### src/rtl/hp_pkg.sv
package hp_pkg;

  // Divisor chosen by the snapped sample position.
  typedef enum logic [1:0] {
    HP_DIV1 = 2'd0,
    HP_DIV2 = 2'd1,
    HP_DIV4 = 2'd2
  } hp_div_e;

  function automatic hp_div_e hp_div(input logic xh, input logic yh);
    if (xh && yh)      return HP_DIV4;
    else if (xh || yh) return HP_DIV2;
    else               return HP_DIV1;
  endfunction

  // Channel 0 is blue (LSBs), 1 is green, 2 is red (MSBs).
  function automatic int hp_ch_w(input int i, input int rw, input int gw, input int bw);
    return (i == 0) ? bw : (i == 1) ? gw : rw;
  endfunction

  function automatic int hp_ch_lo(input int i, input int gw, input int bw);
    return (i == 0) ? 0 : (i == 1) ? bw : bw + gw;
  endfunction

endpackage

### src/rtl/hp_chan_sum.sv
module hp_chan_sum #(
  parameter int W = 5
) (
  input  logic [W-1:0] a,
  input  logic [W-1:0] b,
  input  logic [W-1:0] c,
  input  logic [W-1:0] d,
  input  logic         xh,
  input  logic         yh,
  output logic [W+1:0] sum
);
  localparam int SW = W + 2;

  logic [SW-1:0] ea, eb, ec, ed;

  always_comb begin
    ea  = SW'(a);
    eb  = xh         ? SW'(b) : '0;
    ec  = yh         ? SW'(c) : '0;
    ed  = (xh && yh) ? SW'(d) : '0;
    sum = ea + eb + ec + ed;
  end
endmodule

### src/rtl/hp_chan_scale.sv
module hp_chan_scale
  import hp_pkg::*;
#(
  parameter int W = 5
) (
  input  logic [W+1:0] sum,
  input  hp_div_e      div,
  output logic [W-1:0] q
);
  always_comb begin
    unique case (div)
      HP_DIV2: q = sum[W:1];
      HP_DIV4: q = sum[W+1:2];
      default: q = sum[W-1:0];
    endcase
  end
endmodule

### src/rtl/hp_flow_ctl.sv
module hp_flow_ctl (
  input  logic clk,
  input  logic rst_n,
  input  logic in_valid,
  input  logic out_ready,
  output logic adv,
  output logic in_ready,
  output logic s1_v,
  output logic out_valid
);
  // Both stages move together; they freeze only while a held result waits.
  assign adv      = !out_valid || out_ready;
  assign in_ready = adv;

  always_ff @(posedge clk or negedge rst_n) begin
    if (!rst_n) begin
      s1_v      <= 1'b0;
      out_valid <= 1'b0;
    end else if (adv) begin
      s1_v      <= in_valid;
      out_valid <= s1_v;
    end
  end
endmodule

### src/rtl/half_pel_blend.sv
module half_pel_blend
  import hp_pkg::*;
#(
  parameter int RED_W = 5,
  parameter int GRN_W = 6,
  parameter int BLU_W = 5
) (
  input  logic                           clk,
  input  logic                           rst_n,
  input  logic                           in_valid,
  output logic                           in_ready,
  input  logic [RED_W+GRN_W+BLU_W-1:0]   in_base,
  input  logic [RED_W+GRN_W+BLU_W-1:0]   in_right,
  input  logic [RED_W+GRN_W+BLU_W-1:0]   in_down,
  input  logic [RED_W+GRN_W+BLU_W-1:0]   in_diag,
  input  logic                           in_xhalf,
  input  logic                           in_yhalf,
  input  logic                           in_void,
  output logic                           out_valid,
  input  logic                           out_ready,
  output logic [RED_W+GRN_W+BLU_W-1:0]   out_pix
);
  localparam int PIX_W = RED_W + GRN_W + BLU_W;
  localparam int NCH   = 3;
  localparam int SUM_W = PIX_W + 2 * NCH;

  logic             adv;
  logic             s1_v;
  logic [SUM_W-1:0] sum_d;
  logic [SUM_W-1:0] s1_sum;
  hp_div_e          s1_div;
  logic             s1_void;
  logic [PIX_W-1:0] pix_d;

  hp_flow_ctl u_flow (
    .clk       (clk),
    .rst_n     (rst_n),
    .in_valid  (in_valid),
    .out_ready (out_ready),
    .adv       (adv),
    .in_ready  (in_ready),
    .s1_v      (s1_v),
    .out_valid (out_valid)
  );

  for (genvar i = 0; i < NCH; i++) begin : g_ch
    localparam int W   = hp_ch_w(i, RED_W, GRN_W, BLU_W);
    localparam int LO  = hp_ch_lo(i, GRN_W, BLU_W);
    localparam int SLO = LO + 2 * i;

    logic [W+1:0] sum_c;
    logic [W-1:0] q_c;

    hp_chan_sum #(.W(W)) u_sum (
      .a   (in_base[LO +: W]),
      .b   (in_right[LO +: W]),
      .c   (in_down[LO +: W]),
      .d   (in_diag[LO +: W]),
      .xh  (in_xhalf),
      .yh  (in_yhalf),
      .sum (sum_c)
    );
    assign sum_d[SLO +: W+2] = sum_c;

    hp_chan_scale #(.W(W)) u_scale (
      .sum (s1_sum[SLO +: W+2]),
      .div (s1_div),
      .q   (q_c)
    );
    assign pix_d[LO +: W] = q_c;
  end

  // Stage 1: widened per-field sums and the divisor.
  always_ff @(posedge clk or negedge rst_n) begin
    if (!rst_n) begin
      s1_sum  <= '0;
      s1_div  <= HP_DIV1;
      s1_void <= 1'b0;
    end else if (adv) begin
      s1_sum  <= sum_d;
      s1_div  <= hp_div(in_xhalf, in_yhalf);
      s1_void <= in_void;
    end
  end

  // Stage 2: shift, pack, blank void samples.
  always_ff @(posedge clk or negedge rst_n) begin
    if (!rst_n) begin
      out_pix <= '0;
    end else if (adv) begin
      out_pix <= s1_void ? '0 : pix_d;
    end
  end
endmodule

### config.mk
export PLATFORM = sky130hd
export DESIGN_NAME = half_pel_blend
export DESIGN_NICKNAME = d
export VERILOG_FILES = /design/src/rtl/hp_pkg.sv /design/src/rtl/hp_chan_sum.sv /design/src/rtl/hp_chan_scale.sv /design/src/rtl/hp_flow_ctl.sv /design/src/rtl/half_pel_blend.sv
export SDC_FILE = /design/constraint.sdc
export NUM_CORES = 1
export LEC_CHECK = 0
export BUFFER_PORTS_ARGS = -buffer_cell sky130_fd_sc_hd__buf_2
export CAP_MARGIN = 10
export CORE_MARGIN = 3
export CORE_UTILIZATION = 40
export CTS_BUF_LIST = sky130_fd_sc_hd__clkbuf_2 sky130_fd_sc_hd__clkbuf_4 sky130_fd_sc_hd__clkbuf_8
export DETAILED_ROUTE_END_ITERATION = 12
export PLACE_DENSITY = 0.61
export SKIP_CTS_REPAIR_TIMING = 1
export SLEW_MARGIN = 20
export SYNTH_ARGS = -nofsm -noshare
export SYNTH_HDL_FRONTEND = slang
export SYNTH_HIERARCHICAL = 1
export SYNTH_SLANG_ARGS = --single-unit
### constraint.sdc
create_clock -name clk -period 1.3 [get_ports clk]
set_input_delay 0.065 -clock clk [delete_from_list [all_inputs] [get_ports clk]]
set_output_delay 0.065 -clock clk [all_outputs]
set_load 0.02 [all_outputs]
[Word-level counts from Yosys, hierarchy flattened]
Cells that the tools add are included.
Word-level totals
  flip-flop bits (word level): 43
  latch bits: 0
  memory bits (writable): 0
  memory bits (read-only): 0
  input port bits: 71
  output and inout bits: 18
  logic and storage cells: 36
  memories kept: 0
Operators by class
  add/subtract/negate cells: 9
  multiply operators: 0
  div/mod/pow operators: 0
  $lt $le $gt $ge: 0
  eq/ne operators: 2
  shift-type cells: 0
  muxes and demuxes: 15
  bitwise gates (word level): 0
  reductions and logical operators: 4
Operators by type and width (number)
  5-bit 2-to-1 mux: 6
  7-bit adder: 4
  5-bit one-hot mux with 2 select lines: 2
  6-bit 2-to-1 mux: 3
  8-bit adder: 2
  16-bit 2-to-1 mux: 1
  5-bit by 7-bit adder with 7-bit output: 2
  6-bit one-hot mux with 2 select lines: 1
  6-bit by 8-bit adder with 8-bit output: 1
  2-bit by 1-bit equality test with 1-bit output, second input constant: 1
  2-bit equality test, second input constant: 1
  1-bit logical OR: 2
  2-bit 2-to-1 mux: 1
  1-bit logical AND: 1
  1-bit logical NOT: 1
  1-bit 2-to-1 mux: 1

[Longest topological paths before layout]
Gate-level depths: netlist of the first run.
  word-level depth: 4
  gate-level depth with buffers: 13
  depth with buffers taken out: 12

[Hierarchy]
Netlist of the first run, hierarchy kept.
By module, submodules not included
  half_pel_blend: times used 1, cells each 122, area each 1640.3 um2, seq. area each 1026.0 um2
  hp_chan_sum (g_ch[0].u_sum ...): times used 2, cells each 57, area each 488.0 um2, seq. area each 0.0 um2
  hp_chan_sum (g_ch[1].u_sum): times used 1, cells each 74, area each 605.6 um2, seq. area each 0.0 um2
  hp_chan_scale (g_ch[0].u_scale ...): times used 2, cells each 20, area each 118.9 um2, seq. area each 0.0 um2
  hp_chan_scale (g_ch[1].u_scale): times used 1, cells each 23, area each 137.6 um2, seq. area each 0.0 um2
  hp_flow_ctl: times used 1, cells each 6, area each 93.8 um2, seq. area each 50.0 um2

[Worst setup path after synthesis of the first run]
No wires, ideal clock.
  kind: input to register
  from: in in_xhalf
  to: reg s1_sum[12]
  setup time: 125 ps
  arrival: 2695 ps
  required time: 1175 ps
  setup slack: -1520 ps
  stages on the path: 12
  path buffers: 1
  cells stage by stage: clkbuf_1 -> nand2_1 -> fa_1 -> inv_1 -> fa_1 -> ha_1 -> inv_1 -> fa_1 -> nor2b_1 -> o31a_1 -> a21oi_1 -> mux2_2
Between the ends
  word-level cells in the longest chain between the ends: 4
  elaborated cells on any way between the ends: 6
  classes of those cells: 3 x add/sub; 2 x mux; 1 x reduce/logical
RTL lines
  start, declared: line half_pel_blend.sv:16  | input logic in_xhalf,
  6-bit 2-to-1 mux: line hp_chan_sum.sv:18  | eb = xh ? SW'(b) : '0;
  6-bit by 8-bit adder with 8-bit output: line hp_chan_sum.sv:21  | sum = ea + eb + ec + ed;
  8-bit adder: line hp_chan_sum.sv:21
  8-bit adder (*): line hp_chan_sum.sv:21
  net g_ch[1].sum_c[5]: line half_pel_blend.sv:51  | logic [W+1:0] sum_c;
  end signal, assigned: line half_pel_blend.sv:80  | s1_sum <= sum_d;
  end, declared: line half_pel_blend.sv:30  | logic [SUM_W-1:0] s1_sum;
The timed path passes the listed nets; every way through them passes the cells marked *.
A chain may end at the register's enable or synchronous reset.

[Worst setup path after layout of the first run]
Ends and elaborated chain as after synthesis.

==> results of run 1 <==
-- worst max path at each step --
stage                     slack [ns]  cells after the start  startpoint                     end
after floorplan                -1.22                     12    in_yhalf  s1_sum[12]$_DFFE_PN0P_
after global placement         -1.58                     11    in_yhalf   s1_sum[5]$_DFFE_PN0P_
after detailed placement       -1.68                     11    in_yhalf  s1_sum[20]$_DFFE_PN0P_
after CTS                      -1.36                     11    in_yhalf  s1_sum[20]$_DFFE_PN0P_
after global routing           -1.09                     12    in_xhalf  s1_sum[12]$_DFFE_PN0P_
final                          -1.03                     12    in_xhalf  s1_sum[12]$_DFFE_PN0P_
-- cell usage in the layout (no fill, tap or decap), drive strengths merged, types with 3 or more instances in the layout --
cell and n:
o21ai 37, a21oi 7, inv 66, mux2 26, nor2 5, buf 131, nand3 12, a22oi 16
and3 4, and2 10, xnor2 7, nand2 38, dfrtp 43, a21o 3, ha 26, clkbuf 9
fa 32, nand3b 16
-- cells by family after synthesis --
family,after synthesis,share of synthesized area
compound gates,71,0.122
simple gates,89,0.125
xor+xnor,9,0.0214
fa+ha+maj,58,0.262
buf+inv,83,0.0976
flops,43,0.292
mux,26,0.0803
-- worst reg2reg max path: cells and delay by family (launching register included) --
kind | cells | cell delay (ns)
DFF | 1 | 0.47
AOI/OAI and AO/OA | 3 | 0.35
adders and majority gates | 1 | 0.24
buffers and inverters | 1 | 0.17
and+or+nand+nor | 1 | 0.08
-- power by group through the flow --
stage / Combinational (mW) / Sequential (mW) / Clock (mW)
2_1_floorplan: 2.01 / 2.25 / 0
3_3_place_gp: 2.92 / 2.15 / 0
3_5_place_dp: 3.01 / 2.17 / 0
4_1_cts: 3.03 / 2.15 / 1.27
5_1_grt: 3.66 / 2.22 / 1.33
6_report: 3.25 / 2.16 / 1.24
-- layer usage --
metal,up-vias,routed length [microns],track usage
met5,-,0,0
met4,0,90,0.0333
met3,7,400,0.0246
met2,74,3900,0.255
met1,1376,3890,0.218
li1,1493,-,-
-- registers in the layout, indices dropped and copies added (netlist names) --
register / count
out_pix: 16
u_flow/s1_v: 1
s1_void: 1
s1_sum: 22
s1_div: 2
u_flow/out_valid: 1
-- layout make-up --
cell class                      instances  area, sq um  share of cell area
Multi-Input combinational cell        253         2590               0.503
Sequential cell                        43         1080               0.209
Timing Repair Buffer                  135          961               0.187
Inverter                               66          248              0.0481
Tap cell                              108          135              0.0263
Clock buffer                            6         76.3              0.0148
Clock inverter                          2         60.1              0.0117
-- through the flow --
| stage | area, sq um | TNS, ns | hold WS (ns) | power (mW) |
|---|---|---|---|---|
| 2_1_floorplan | 4020 | -18.24 | -0.231 | 4.26 |
| 3_3_place_gp | 4690 | -29.28 | 0.0253 | 5.07 |
| 3_5_place_dp | 4690 | -30.62 | 0.0272 | 5.18 |
| 4_1_cts | 4830 | -23.94 | -0.301 | 6.45 |
| 5_1_grt | 5150 | -19.48 | 0.000942 | 7.21 |
| 6_report | 5150 | -16.37 | 0.00981 | 6.66 |
==> results by group, run 1 <==
Status
  • Status: finished, violations left
  • Failing checks: setup timing

Routing
  • Vias per cell: 4.81
  • Post-detailed-route count of antenna-violating nets: 0
  • DR WL/cell: 13.5 microns
  • Via count: ~3000
  • First DRT Iteration DRCs: 108
  • Post-Route WL: just over 8000 microns
  • DR pass1 iterations: 4
  • Drc violations: 0

Critical path
  • Buf/Inv on CP: 3
  • Most used cell, CP: fa_2
  • Crit end category: flip-flop
  • Startpoint Class: primary input
  • Critical path peak fanout: 5
  • Max incr delay on CP: between 0.4 and 0.5 ns
  • Reg2reg end: out_pix[4]$_DFFE_PN0P_
  • R2R depth: 6
  • Setup slack, reg-to-reg: -0.12 ns
  • CP Class: in -> reg
  • RR Startpoint: s1_div[0]$_DFFE_PN0P_
  • Worst path cell trace: clkbuf_16 > buf_6 > and2_4 > fa_2 > fa_1 > ha_2 > inv_2 > fa_2 > nor2b_2 > o31a_1 > a21oi_2 > mux2_4
  • Crit path DAT: ~2.5 ns
  • CP max-delay cell: fa_1
  • Worst Path Required: between 1 and 1.5 ns
  • Largest delay contributor family on the critical path: adder cells

Timing
  • RSZ-0062 raised after global routing: yes
  • Slew @ Worst Pin: between 0.4 and 0.5 ns
  • Worst setup margin: -1.03 ns
  • Minimum clock period: 2.33 ns
  • Rel. slew slack: 0.715
  • Setup Viol. Count Final: 36
  • Hold Fails Final Rpt: 0
  • Fmax: 0.430 GHz
  • Tcrit/Tclk final: 1.79
  • Skew final: just under 0.01 ns
  • Slew Limit Fails: 0

Logic synthesis
  • Mapped Nets: just over 500
  • Post-synthesis sequential area ratio: 0.292
  • Top cell type by total area after synthesis: dfrtp_1
  • Cell Area, Synth: 3690 sq um
  • Synth Area per Inst: 9.74 sq um
  • Synth top area share: 0.292
  • Most common cell in the netlist: inv_1
  • Synthesized flop and latch total: 43
  • Distinct cells, synth: 36
  • Area contributors post-synth: dfrtp_1, fa_1, ha_1
  • Top FF cell, synth: dfrtp_1
  • Post-synth EDFFs: 0
  • Syn Inst Count: approximately 380
  • Async set-reset flop share out of synthesis: 1.00
  • Ys Warns: 6
  • Synth top cells by count: inv_1, dfrtp_1, nand2_1

CTS
  • Maximum root-to-sink buffer count: 2
  • Clk root buf: clkbuf_8
  • Clock-pin slew on the worst setup and hold paths: ~0.08 ns
  • Total CTS buffers: 5
  • H-tree levels: 2
  • Worst-Skew Late Latency: 0.30 ns
  • CTS tree: yes
  • Clock sinks: 43

Worst hold path
  • HP Class: in -> reg
  • Hold depth: 2
  • Hold endpoint: u_flow/s1_v$_DFFE_PN0P_
  • Hold_sp: in_valid

Power
  • Reg power frac: 0.325
  • Psw: between 2 and 2.5 mW
  • Clock share of power: 0.187
  • Switch share: 0.356
  • Worst VDD drop: about 660 uV
  • Leak: around 2.6 nW
  • Comb pwr share: 0.489
  • Pwr Density: around 1300 nW/um^2
  • Pint: around 4.3 mW

Floorplanning
  • Row cnt: 34
  • Die height: slightly above 100 microns
  • Die width: between 100 and 150 microns
  • Initial Util: 0.417
  • Die area: ~10000 sq um
  • Io pins: 89
  • Core Box Area: slightly below 9000 sq um

Cells and area
  • Area Growth Syn to Fin: 39.5%
  • Filler cell count: 781
  • Final core occ: 0.582
  • Share of post-route cells with drive strength above 1: 0.457
  • Ant. Diodes: 0
  • Post-Layout Cell Count: between 600 and 700
  • Nets: 633

Placement
  • I/O Buffers: just under 90
  • RePlAce Congestion: roughly 0.8
  • Placed wire-length estimate: 6310 microns
  • Pre-CTS setup slack: -1.68 ns
  • Placed cell count: just under 600

GRT
  • Gr usage total: 0.155
  • Number of global-route vias before repair: between 2000 and 3000
  • First-pass GRT wire length: between 10000 and 15000 microns
  • Grt ovf: 0
  • Initial antenna violation count: 0
  • Largest net degree at the start of global routing: 28

Flow run
  • Max Cap Violations: 0
No activity file was read; power rests on OpenSTA's default activity.
==> run 2: changes to the inputs <==
Settings changed: BUFFER_PORTS_ARGS -buffer_cell sky130_fd_sc_hd__buf_2 to -buffer_cell sky130_fd_sc_hd__buf_4, GPL_ROUTABILITY_DRIVEN set to 0.
==> results by group, run 2 (same netlist as run 1, synthesis figures left out) <==
CTS
  • Clock-pin slew on the worst setup and hold paths: about 0.090 ns
  • Maximum root-to-sink buffer count: 2
  • Clock sinks: 43
  • Clk root buf: clkbuf_8
  • Total CTS buffers: 5
  • H-tree levels: 2
  • Worst-Skew Late Latency: around 0.29 ns
  • CTS tree: yes

GRT
  • Initial antenna violation count: 0
  • First-pass GRT wire length: around 13000 microns
  • Gr usage total: 0.148
  • Grt ovf: 0
  • Number of global-route vias before repair: 2903
  • Largest net degree at the start of global routing: between 40 and 50

Timing
  • Worst setup margin: -0.941 ns
  • RSZ-0062 raised after global routing: yes
  • Hold Fails Final Rpt: 0
  • Setup Viol. Count Final: 35
  • Tcrit/Tclk final: 1.72
  • Fin Hold WS: between 0.01 and 0.015 ns
  • Slew @ Worst Pin: 0.537 ns
  • Rel. slew slack: 0.642
  • Minimum clock period: between 2 and 2.5 ns
  • Fmax: 0.446 GHz
  • Skew final: around 0.013 ns
  • Slew Limit Fails: 0

Worst hold path
  • Hold depth: 2
  • HP Class: in -> reg
  • Hold endpoint: s1_void$_DFFE_PN0P_
  • Hold_sp: in_void

Critical path
  • Worst Path Required: approximately 1.5 ns
  • Critical path peak fanout: 5
  • Largest delay contributor family on the critical path: adder cells
  • R2R depth: 6
  • Max incr delay on CP: 0.50 ns
  • Reg2reg end: out_pix[4]$_DFFE_PN0P_
  • CP Class: in -> reg
  • Buf/Inv on CP: 3
  • Crit end category: flip-flop
  • Most used cell, CP: fa_1
  • Setup slack, reg-to-reg: -0.17 ns
  • Worst path cell trace: buf_16 > buf_6 > nand2_4 > fa_1 > fa_1 > inv_2 > fa_2 > a21o_1 > a21oi_2 > xnor2_1 > mux2_2
  • Crit path DAT: about 2.4 ns
  • CP max-delay cell: fa_1
  • Startpoint Class: primary input
  • RR Startpoint: s1_div[0]$_DFFE_PN0P_

Flow run
  • Max Cap Violations: 0

Routing
  • Drc violations: 0
  • Post-detailed-route count of antenna-violating nets: 0
  • Vias per cell: between 4 and 5
  • DR WL/cell: ~13 microns
  • Post-Route WL: approximately 8100 microns
  • DR pass1 iterations: 4
  • First DRT Iteration DRCs: 160
  • Via count: roughly 2900

Cells and area
  • Filler cell count: roughly 770
  • Ant. Diodes: 0
  • Biggest regs: s1_sum (22), out_pix (16), s1_div (2)
  • Nets: 622
  • Register bank with the most flops: s1_sum
  • Share of post-route cells with drive strength above 1: 0.439
  • Most frequent cells in the layout: buf_4, inv_1, dfrtp_1
  • Commonest non-fill, non-tap cell in the layout: buf_4
  • Area Growth Syn to Fin: 41.6%
  • Max FFs per register: 22

Floorplanning
  • Row cnt: 34
  • Die height: ~100 microns
  • Die area: ~10000 sq um
  • Core Box Area: ~9000 sq um
  • Initial Util: 0.417
  • Io pins: 89
  • Die width: about 100 microns

Placement
  • I/O Buffers: 88
  • Placed wire-length estimate: around 6000 microns

Power
  • Total power: 6.48 mW
  • Leak: between 2 and 3 nW
  • Pwr Density: 1240 nW/um^2
  • Worst VDD drop: approximately 520 uV

Status
  • Status: finished, violations left
  • Failing checks: setup timing
-- run 2: cell types whose count changed in the layout (fill, tap and decap cells not counted), sizes merged --
cell	previous run	this run
clkinv	0	1
bufinv	2	1
clkbuf	9	10
buf	131	119
-- run 2: through the flow --
stage               worst slack, ns   util  area (sq um)  setup TNS, ns  std cells
CTS                           -1.17  0.563          4980         -20.91        595
floorplan                     -1.22      -          4020         -18.24        379
global placement              -1.43  0.549          4860         -26.19        587
detailed placement            -1.49  0.549          4860         -27.34        587
finish                       -0.941  0.590          5230         -15.95        602
global route                  -1.01  0.590          5230         -19.60        602
-- run 2: final cells by class --
type / instances / area (sq um) / share of cell area
Multi-Input combinational cell: 253 / 2560 / 0.491
Timing Repair Buffer: 124 / 1080 / 0.207
Sequential cell: 43 / 1080 / 0.206
Inverter: 66 / 248 / 0.0474
Tap cell: 108 / 135 / 0.0259
Clock buffer: 6 / 82.6 / 0.0158
Clock inverter: 2 / 35.0 / 0.00670
-- run 2: routing by layer --
layer  GRT usage  vias to the layer above  wire [microns]
met5           0                        -               0
met4      0.0303                        0              31
met3      0.0191                        2             359
met2       0.246                       73            3730
met1       0.208                     1387            3960
li1            -                     1476               -
-- run 2: how the worst max path moves through the flow --
| stage | start | to | slack (ns) | cells after the start |
|---|---|---|---|---|
| 2_1_floorplan | in_yhalf | s1_sum[12]$_DFFE_PN0P_ | -1.22 | 12 |
| 3_3_place_gp | in_xhalf | s1_sum[12]$_DFFE_PN0P_ | -1.43 | 12 |
| 3_5_place_dp | in_xhalf | s1_sum[5]$_DFFE_PN0P_ | -1.49 | 11 |
| 4_1_cts | in_xhalf | s1_sum[5]$_DFFE_PN0P_ | -1.17 | 11 |
| 5_1_grt | in_yhalf | s1_sum[14]$_DFFE_PN0P_ | -1.01 | 13 |
| 6_report | in_yhalf | s1_sum[20]$_DFFE_PN0P_ | -0.94 | 11 |
-- run 2: worst reg2reg max path, delay by kind of cell (launching register included) --
family	cells	cell delay [ns]
adders and majority gates	1	0.45
AOI/OAI and AO/OA	2	0.17
DFF	1	0.51
and+or+nand+nor	2	0.18
buffers and inverters	1	0.09
-- run 2: power breakdown --
part,internal [mW],total (mW),leakage (nW),switching [mW]
clock,0.622,1.07,0.0612,0.444
sequential,1.77,2.16,0.535,0.393
combinational,1.76,3.25,1.98,1.49
